## config.mk

```make
export PLATFORM = sky130hd
export DESIGN_NAME = pin_out_mux
export DESIGN_NICKNAME = d
export VERILOG_FILES = /design/src/rtl/pin_mux_pkg.sv /design/src/rtl/pad_sel_ctrl.sv /design/src/rtl/pad_route_dp.sv /design/src/rtl/pin_out_mux.sv
export SDC_FILE = /design/constraint.sdc
export NUM_CORES = 1
export LEC_CHECK = 0
export ABC_AREA = 1
export CORE_AREA = 2 2 39 41
export CTS_CLUSTER_SIZE = 25
export DETAILED_ROUTE_END_ITERATION = 8
export DIE_AREA = 0 0 41 43
export DONT_BUFFER_PORTS = 1
export PLACE_DENSITY = 0.49
export SYNTH_ARGS = -nofsm -noshare
export SYNTH_HDL_FRONTEND = slang
export SYNTH_SLANG_ARGS = --single-unit
export TNS_END_PERCENT = 10
```

## constraint.sdc

```tcl
create_clock -name clk -period 0.8 [get_ports clk]
set_input_delay 0.08 -clock clk [delete_from_list [all_inputs] [get_ports clk]]
set_output_delay 0.08 -clock clk [all_outputs]
set_load 0.02 [all_outputs]
```

## src/rtl/pin_mux_pkg.sv

```systemverilog
package pin_mux_pkg;
  localparam int PAD_COUNT  = 3;
  localparam int SEL_W      = 2;
  localparam int CODE_COUNT = 1 << SEL_W;

  typedef enum logic [2:0] {
    SRC_NONE,
    SRC_GPIO,
    SRC_SDA,
    SRC_SCL,
    SRC_UART
  } src_e;

  // one-hot decoded selection handed from control to datapath
  typedef struct packed {
    logic [CODE_COUNT-1:0] hot;
  } padRoute_t;

  typedef struct packed {
    logic out;
    logic oe;
  } drive_t;

  // per-pad code table
  function automatic src_e codeSource(input int pad, input int code);
    src_e s;
    s = SRC_NONE;
    case (pad)
      0: case (code)
           0: s = SRC_GPIO;
           1: s = SRC_UART;
           3: s = SRC_SDA;
           default: s = SRC_NONE;
         endcase
      1: case (code)
           0: s = SRC_SCL;
           1: s = SRC_GPIO;
           2: s = SRC_SDA;
           default: s = SRC_NONE;
         endcase
      2: case (code)
           0: s = SRC_GPIO;
           1: s = SRC_UART;
           2: s = SRC_SCL;
           default: s = SRC_NONE;
         endcase
      default: s = SRC_NONE;
    endcase
    return s;
  endfunction
endpackage

```

## src/rtl/pad_sel_ctrl.sv

```systemverilog
module pad_sel_ctrl
  import pin_mux_pkg::*;
#(
  parameter int NUM_PADS = PAD_COUNT,
  parameter int SW       = SEL_W
) (
  input  logic                     clk,
  input  logic                     rstN,
  input  logic [NUM_PADS*SW-1:0]   selIn,
  input  logic [NUM_PADS-1:0]      selWe,
  output padRoute_t [NUM_PADS-1:0] route
);
  localparam int NC = 1 << SW;

  logic [SW-1:0] selQ [NUM_PADS];

  for (genvar p = 0; p < NUM_PADS; p++) begin : g_pad
    always_ff @(posedge clk or negedge rstN) begin
      if (!rstN) selQ[p] <= '0;
      else if (selWe[p]) selQ[p] <= selIn[p*SW +: SW];
    end

    always_comb begin
      route[p].hot = '0;
      for (int c = 0; c < NC; c++) begin
        if (selQ[p] == SW'(c)) route[p].hot[c] = 1'b1;
      end
    end

    // a strobed code is held from the next edge
    p_load_r2: assert property (@(posedge clk) disable iff (!rstN)
      selWe[p] |=> selQ[p] == $past(selIn[p*SW +: SW]));

    // no strobe, no change
    p_hold_r3: assert property (@(posedge clk) disable iff (!rstN)
      !selWe[p] |=> $stable(selQ[p]));
  end
endmodule

```

## src/rtl/pad_route_dp.sv

```systemverilog
module pad_route_dp
  import pin_mux_pkg::*;
#(
  parameter int NUM_PADS = PAD_COUNT,
  parameter int NC       = CODE_COUNT
) (
  input  logic                     clk,
  input  logic                     rstN,
  input  padRoute_t [NUM_PADS-1:0] route,
  input  logic [NUM_PADS-1:0]      gpioOut,
  input  logic [NUM_PADS-1:0]      gpioOe,
  input  logic                     sdaOut,
  input  logic                     sdaOe,
  input  logic                     sclOut,
  input  logic                     sclOe,
  input  logic                     uartTxOut,
  input  logic                     uartTxOe,
  output logic [NUM_PADS-1:0]      padOut,
  output logic [NUM_PADS-1:0]      padOe
);
  drive_t cand [NUM_PADS][NC];
  drive_t sel  [NUM_PADS];

  for (genvar p = 0; p < NUM_PADS; p++) begin : g_pad
    for (genvar c = 0; c < NC; c++) begin : g_code
      localparam src_e S = codeSource(p, c);
      if (S == SRC_GPIO)      begin : g_gpio assign cand[p][c] = {gpioOut[p], gpioOe[p]}; end
      else if (S == SRC_SDA)  begin : g_sda  assign cand[p][c] = {sdaOut, sdaOe}; end
      else if (S == SRC_SCL)  begin : g_scl  assign cand[p][c] = {sclOut, sclOe}; end
      else if (S == SRC_UART) begin : g_uart assign cand[p][c] = {uartTxOut, uartTxOe}; end
      else                    begin : g_none assign cand[p][c] = '0; end

      if (S == SRC_NONE) begin : g_chk_none
        // an unassigned code drives the pad quiet
        p_unassigned_r7: assert property (@(posedge clk) disable iff (!rstN)
          route[p].hot[c] |-> (padOut[p] == 1'b0 && padOe[p] == 1'b0));
      end
    end

    always_comb begin
      sel[p] = '0;
      for (int c = 0; c < NC; c++) begin
        if (route[p].hot[c]) sel[p] = sel[p] | cand[p][c];
      end
    end

    assign padOut[p] = sel[p].out;
    assign padOe[p]  = sel[p].oe;

    // exactly one code is routed per pad
    p_onehot_route_r4: assert property (@(posedge clk) disable iff (!rstN)
      $onehot(route[p].hot));
  end
endmodule

```

## src/rtl/pin_out_mux.sv

```systemverilog
module pin_out_mux
  import pin_mux_pkg::*;
(
  input  logic                   clk,
  input  logic                   rstN,
  input  logic [PAD_COUNT*SEL_W-1:0] selIn,
  input  logic [PAD_COUNT-1:0]   selWe,
  input  logic [PAD_COUNT-1:0]   gpioOut,
  input  logic [PAD_COUNT-1:0]   gpioOe,
  input  logic                   sdaOut,
  input  logic                   sdaOe,
  input  logic                   sclOut,
  input  logic                   sclOe,
  input  logic                   uartTxOut,
  input  logic                   uartTxOe,
  output logic [PAD_COUNT-1:0]   padOut,
  output logic [PAD_COUNT-1:0]   padOe
);
  padRoute_t [PAD_COUNT-1:0] route;

  pad_sel_ctrl #(.NUM_PADS(PAD_COUNT), .SW(SEL_W)) u_ctrl (
    .clk   (clk),
    .rstN  (rstN),
    .selIn (selIn),
    .selWe (selWe),
    .route (route)
  );

  pad_route_dp #(.NUM_PADS(PAD_COUNT), .NC(CODE_COUNT)) u_dp (
    .clk       (clk),
    .rstN      (rstN),
    .route     (route),
    .gpioOut   (gpioOut),
    .gpioOe    (gpioOe),
    .sdaOut    (sdaOut),
    .sdaOe     (sdaOe),
    .sclOut    (sclOut),
    .sclOe     (sclOe),
    .uartTxOut (uartTxOut),
    .uartTxOe  (uartTxOe),
    .padOut    (padOut),
    .padOe     (padOe)
  );

  // I2C data shared by pad 0 (code 3) and pad 1 (code 2)
  p_sda_shared_r9: assert property (@(posedge clk) disable iff (!rstN)
    (route[0].hot[3] && route[1].hot[2]) |->
      (padOut[0] == padOut[1] && padOe[0] == padOe[1]
       && padOut[0] == sdaOut && padOe[0] == sdaOe));
endmodule

```

## Word-level counts from Yosys, hierarchy flattened

Cells that the tools add are included.

- Bitwise logic cells: 6
- Reduce and logical (&&, ||, !) cells: 3
- Equal/unequal tests: 6
- Muxes and demuxes: 18

Operator list:

| operator | number |
|---|---|
| 2-bit 2-to-1 mux | 9 |
| 2-bit bitwise OR | 6 |
| 1-bit 2-to-1 mux | 9 |
| 2-bit by 1-bit == test with 1-bit output, second input constant | 3 |
| 2-bit == test, second input constant | 3 |
| 2-bit zero test | 3 |

- Bits of input ports: 23
- Flip-flop bits (word level): 6
- Logic and storage cells: 36
- Output and inout port bits: 6

## Longest topological paths before layout

Gate-level depths: netlist of run 1.

- Depth in word-level cells: 7
- Gate-level depth with buffers: 3
- Mapped depth without buffers: 3

## Modules after synthesis

From an unflattened synthesis of run 1, not the netlist that was laid out.

- Cell total of the unflattened synthesis: 72
- Area, all modules: 430.4 µm²

Modules (own cells, without submodules):

| module | sequential area each (µm²) | times used | area each (µm²) | cells an instance |
|---|---|---|---|---|
| pad_sel_ctrl | 150.1 | 1 | 307.8 | 48 |
| pad_route_dp | 0.0 | 1 | 122.6 | 24 |

## Least setup slack after synthesis of run 1

OpenSTA, ideal clock, no wires.

- Path type: register to output
- Start point: register u_ctrl.selQ[5] (netlist name)
- End point: output padOe[0]
- Data required time: 720 ps
- Stages on the path, launching flop included: 4
- Path buffers: 0
- Data arrival time: 741 ps
- Path slack: -21 ps
- Cell sequence: dfrtp_1 > inv_1 > nand3_1 > nand3_1

- Word-level cells in the longest chain between the ends: 7
- Elaborated cells between the ends (all ways): 11
- Classes of those cells: eq/ne: 2; mux: 6; bitwise: 2; reduce/logical: 1

Ends and longest elaborated chain:

| what | RTL line | text |
|---|---|---|
| from (decl) | pad_sel_ctrl.sv:15 | `logic [SW-1:0] selQ [NUM_PADS];` |
| from (signal, indexed assignment) | pad_sel_ctrl.sv:20 | `else if (selWe[p]) selQ[p] <= selIn[p*SW +: SW];` |
| 2-bit zero test | pad_sel_ctrl.sv:26 | `if (selQ[p] == SW'(c)) route[p].hot[c] = 1'b1;` |
| 1-bit 2-to-1 mux | pad_sel_ctrl.sv:26 |  |
| 2-bit 2-to-1 mux | pad_route_dp.sv:43 | `if (route[p].hot[c]) sel[p] = sel[p] \| cand[p][c];` |
| 2-bit bitwise OR | pad_route_dp.sv:43 |  |
| 2-bit 2-to-1 mux | pad_route_dp.sv:43 |  |
| 2-bit bitwise OR | pad_route_dp.sv:43 |  |
| 2-bit 2-to-1 mux * | pad_route_dp.sv:43 |  |
| to (decl) | pin_out_mux.sv:17 | `output logic [PAD_COUNT-1:0] padOe` |

Every way passes the cells marked *; elsewhere a longest branch is shown, timed or not.

## Worst setup path after layout of run 1

- Start point: register u_ctrl.selQ[4] (netlist name)
- End point: output padOut[0]

- Word-level cells in the longest chain between the ends: 7
- Elaborated cells between the ends (all ways): 11
- Classes of those cells: eq/ne: 2; mux: 6; bitwise: 2; reduce/logical: 1

Ends and longest elaborated chain:

| what | RTL line | text |
|---|---|---|
| 2-bit zero test | pad_sel_ctrl.sv:26 |  |
| 1-bit 2-to-1 mux | pad_sel_ctrl.sv:26 |  |
| 2-bit 2-to-1 mux | pad_route_dp.sv:43 |  |
| 2-bit bitwise OR | pad_route_dp.sv:43 |  |
| 2-bit 2-to-1 mux | pad_route_dp.sv:43 |  |
| 2-bit bitwise OR | pad_route_dp.sv:43 |  |
| 2-bit 2-to-1 mux * | pad_route_dp.sv:43 |  |
| to (decl) | pin_out_mux.sv:16 | `output logic [PAD_COUNT-1:0] padOut,` |

Marked as above.

==> metrics.csv, run 1 <==
metric,value,unit
status,"finished, violations left",
failing checks,negative setup slack,
Reg2Reg Depth,4,
period utilization,132,%
initial DRC count,5,
initial antenna violation count,0,
P_int,0.633,mW
max cap viols,0,
share of cells above drive strength 1,41.2,%
Hold Slack,0.153,ns
arrival time worst endpoint,0.98,ns
RSZ-0062 raised after global routing,true,
synthesized area per cell,7.19,um^2
Slew HR,80.4,%
diodes inserted,0,
"Seq/Total Area, Yosys",43.5,%
#FFs+latches synth,6,
Max Slew Vio Count,0,
Initial Utilization,25.0,%
WL per Instance,12.5,um
Routed WL,1050,um
Peak VDD IR,0.000603,V
CTS sink count,6,
"top cells by area, synth","dfrtp_1 43%, nand3_1 35%, o21ai_1 8.7%, nand2_1 6.5%, inv_2 5.4%",
dpl hpwl,788,um
Hold Path Class,in2async,
Fin. Hold Viols,0,
DRT antenna net count,0,
Crit Path Category,reg2out,
Worst Path Required,0.72,ns
Reg-to-Reg Start,u_ctrl.selQ[2]$_DFFE_PN0P_,
synth warn,0,
Worst Setup EP,padOut[0],
largest net degree at the start of global routing,7,
post-layout min period,1.06,ns
Largest regs,u_ctrl.selQ: 6 flops,
DP Worst Slack,-0.0690,ns
Synth top area share,43.5,%
Fmax,944,MHz
routability congestion estimate,0.653,
Top reg by flops,u_ctrl.selQ,
chip height,43,um
actual slew at the worst max-slew pin,0.293,ns
"Reg clk slew, reported paths",0.05,ns
DRC viols,0,
Clk pwr share,29.8,%
die width,41,um
Sw Share,32.6,%
Max Root-Sink Buffers,2,
final setup margin,-0.260,ns
gr usage total,12.0,%
Layout Skew,0,ns
R2R Path End,u_ctrl.selQ[2]$_DFFE_PN0P_,
H-Tree Depth,1,
IO Port Bufs,0,
Avg Vias per Cell,4.99,
Post-Syn Instances,48,
r2r setup slk,-0.05,ns
worst-path fanout max,5,
first-pass GRT wire length,1390,um
type of origin of the critical path,register,
drt first pass iters,4,
number of CTS-inserted buffers,3,
combinational share of power,32.0,%
root buf cell,clkbuf_4,
post-synthesis cell area,345,um^2
LEAKAGE,0.286,nW
Final Power,0.939,mW
Nets,93,
CP startpoint,u_ctrl.selQ[4]$_DFFE_PN0P_,
Yosys cell types,6,
leading area contributor after synthesis,dfrtp_1,
TritonCTS clock tree,done,
grt ovf,0,
routed vias,419,
"Clk Latency, worst-skew pair",0.24,ns
switching power total,0.306,mW
Final Setup Violations,7,
Syn Nets,71,
total die area,0.00176,mm^2
post-placement cell count,70,
Top Ports,29,
PwrDens,1580,mW/mm^2
P&R area growth vs syn,71.7,%
vias in the first global route,372,
final non-filler cell total,84,
Flop pwr share,38.3,%
# rows,14,
max reg flops,6,
total core area,0.00138,mm^2
Worst setup EP type,output port,
cell usage in the layout (no fill, tap or decap):
master / count
nand3_1: 16
dlygate4sd3_1: 10
nand3_2: 8
buf_4: 7
inv_2: 6
nand2_1: 6
dfrtp_1: 5
o21ai_2: 3
o21ai_1: 3
clkbuf_4: 3
dfrtp_2: 1
per-layer routing:
metal	track usage (%)	vias up	routed length, um
met5	0	-	0
met4	8.00	0	14
met3	1.57	2	66
li1	-	211	-
met2	20.6	20	542
met1	12.3	186	422
worst min-delay path by stage:
stage,from,to,slack [ns],cells after the start
6_report,rstN,u_ctrl.selQ[5]$_DFFE_PN0P_,0.15,1
5_1_grt,rstN,u_ctrl.selQ[5]$_DFFE_PN0P_,0.17,1
4_1_cts,rstN,u_ctrl.selQ[5]$_DFFE_PN0P_,0.16,1
3_5_place_dp,rstN,u_ctrl.selQ[5]$_DFFE_PN0P_,-0.22,0
3_3_place_gp,rstN,u_ctrl.selQ[5]$_DFFE_PN0P_,-0.22,0
2_1_floorplan,rstN,u_ctrl.selQ[0]$_DFFE_PN0P_,-0.22,0
worst max-delay path: stages (launching register included):
cell and delay, ns:
dfrtp_2 0.43, inv_2 0.08, nand3_1 0.09, nand3_2 0.14
cell families after synthesis:
logic type             Yosys count  share of synthesized area [%]
AOI/OAI and AO/OA                6                           8.70
buffers and inverters            6                           6.52
DFF                              6                           43.5
and+or+nand+nor                 30                           41.3
cells in the mapped netlist, drive strengths merged:
master / count
nand2: 6
dfrtp: 6
o21ai: 6
nand3: 24
inv: 6
area by class of cell:
type / instances / area, um^2
fillers: 148 / 791
well taps: 16 / 20.0
multi-input cells: 36 / 224
flip-flops and latches: 6 / 151
inverters: 6 / 22.5
repair buffers: 17 / 153
clock buffers: 3 / 22.5
repair_timing:
| item | CTS | global route |
|---|---|---|
| pin swaps | 2 | 3 |
| gates resized for setup | 5 | 7 |
| endpoints found under the setup margin | 6 | 11 |
| setup buffers | 0 | 1 |
| hold buffers | 10 | 0 |
| endpoints found under the hold margin | 12 | 0 |
per-stage QoR:
step | util, % | instance area, um^2 | setup TNS [ns]
final | 42.9 | 593 | -1.55
after global routing | 42.9 | 593 | -1.95
after CTS | 40.7 | 563 | -1.56
after detailed placement | 30.0 | 415 | -0.249
after global placement | 30.0 | 415 | -0.253
after floorplan | - | 350 | -0.0209
power groups by stage:
stage,clock network (mW),registers [mW],logic [mW]
2_1_floorplan,0,0.358,0.156
3_5_place_dp,0,0.361,0.217
4_1_cts,0.296,0.356,0.283
6_report,0.280,0.359,0.300
5_1_grt,0.307,0.362,0.329
3_3_place_gp,0,0.360,0.214
(Power assumes the default switching activity.)
==> inputs of run 2 (changes only) <==
- PLACE_DENSITY: 0.49 -> 0.47
- clock period: 0.8 -> 1.35 ns (I/O delays scaled with it)
==> metrics.csv, run 2 (synthesized netlist as in run 1, its figures left out) <==
metric,value,unit
Sw Share,32.3,%
DRC viols,0,
Avg Vias per Cell,5.28,
Nets,80,
most frequent cells in the layout,"24 x nand3_1, 6 x nand2_1, 6 x o21ai_1, 6 x dfrtp_1, 5 x inv_2",
Hold Path Class,in2reg,
Final Setup Violations,0,
Worst Path Required,1.22,ns
chip height,43,um
post-layout min period,1.19,ns
first-pass GRT wire length,1350,um
Max Slew Vio Count,0,
root buf cell,clkbuf_4,
gr usage total,11.8,%
PwrDens,1150,mW/mm^2
worst-path fanout max,5,
H-Tree Depth,1,
Peak VDD IR,0.000326,V
Flop pwr share,43.1,%
number of CTS-inserted buffers,3,
Fin. Hold Viols,0,
Layout Skew,0,ns
largest net degree at the start of global routing,7,
routed vias,375,
IO Port Bufs,0,
Max Root-Sink Buffers,2,
dpl hpwl,714,um
initial DRC count,8,
WL per Instance,12.3,um
diodes inserted,0,
status,"finished, final reports clean",
combinational share of power,23.4,%
# rows,14,
post-cts resize count,0,
grt ovf,0,
Top reg by flops,u_ctrl.selQ,
max reg flops,6,
Top Ports,29,
Largest regs,u_ctrl.selQ: 6 flops,
Worst setup EP type,output port,
RSZ-0062 raised after global routing,false,
share of cells above drive strength 1,14.5,%
TritonCTS clock tree,done,
Routed WL,871,um
drt first pass iters,4,
actual slew at the worst max-slew pin,0.287,ns
"most common cell after layout, fill and taps aside",nand3_1,
type of origin of the critical path,register,
Crit Path Category,reg2out,
arrival time worst endpoint,1.06,ns
"Clk Latency, worst-skew pair",0.24,ns
Post-CTS Repair Setup Buffers,0,
Slew HR,80.8,%
setup_tns,0,ns
Fmax,838,MHz
DRT antenna net count,0,
max cap viols,0,
LEAKAGE,0.195,nW
"Reg clk slew, reported paths",0.05,ns
total die area,0.00176,mm^2
Clk pwr share,33.5,%
routability congestion estimate,0.621,
Final Power,0.491,mW
period utilization,88.4,%
die width,41,um
P&R area growth vs syn,23.9,%
initial antenna violation count,0,
CTS Hold Bufs,4,
switching power total,0.158,mW
CTS sink count,6,
total core area,0.00138,mm^2
P_int,0.333,mW
Initial Utilization,25.0,%
vias in the first global route,341,
[run 2: cell types whose count changed in the layout (fill, tap and decap cells not counted), sizes merged]
cell,delta
buf,-7
dlygate4sd3,-6
[run 2: per-layer routing]
metal | global-route usage, % | up-vias | part of all wire, %
li1 | - | 185 | -
met1 | 16.3 | 171 | 42
met2 | 15.3 | 17 | 48
met3 | 1.57 | 2 | 9.1
met4 | 10.0 | 0 | 0.92
met5 | 0 | - | 0
[run 2: area by class of cell]
cell class	count	area (um^2)
tap	16	20.0
clock buffer	3	22.5
inverter	6	22.5
timing repair buffer	4	40.0
multi-input combinational	36	173
fill	168	956
sequential	6	150
[run 2: per-stage QoR]
step	worst slack, ns	area, um^2	std cells	util (%)	hold WS [ns]
floorplan	0.474	345	48	-	-0.161
global placement	0.435	365	64	26.4	-0.160
detailed placement	0.407	365	64	26.4	-0.160
CTS	0.145	428	71	30.9	0.0113
global route	0.0849	428	71	30.9	0.0106
finish	0.156	428	71	30.9	0.0144
[run 2: worst max-delay path, stage by stage (launching register included)]
cell and delay [ns]:
dfrtp_1 0.38, inv_1 0.13, nand3_1 0.09, nand3_1 0.21
[run 2: power groups by stage]
stage	logic (mW)	registers, mW	clock network, mW
after floorplan	0.0905	0.212	0
after global placement	0.103	0.214	0
after detailed placement	0.103	0.214	0
after CTS	0.117	0.211	0.170
after global routing	0.130	0.214	0.186
final	0.115	0.212	0.165
[run 2: final timing paths]
check                                           start                         end  slack, ns  depth (start not counted)
min in group asynchronous                        rstN  u_ctrl.selQ[0]$_DFFE_PN0P_       0.21                          1
min reg2reg                u_ctrl.selQ[2]$_DFFE_PN0P_  u_ctrl.selQ[2]$_DFFE_PN0P_       0.59                          2
min                                          selIn[0]  u_ctrl.selQ[4]$_DFFE_PN0P_       0.01                          2
max reg2reg                u_ctrl.selQ[5]$_DFFE_PN0P_  u_ctrl.selQ[5]$_DFFE_PN0P_       0.65                          2
max                        u_ctrl.selQ[5]$_DFFE_PN0P_                    padOe[0]       0.16                          3
max in group asynchronous                        rstN  u_ctrl.selQ[2]$_DFFE_PN0P_       0.92                          1
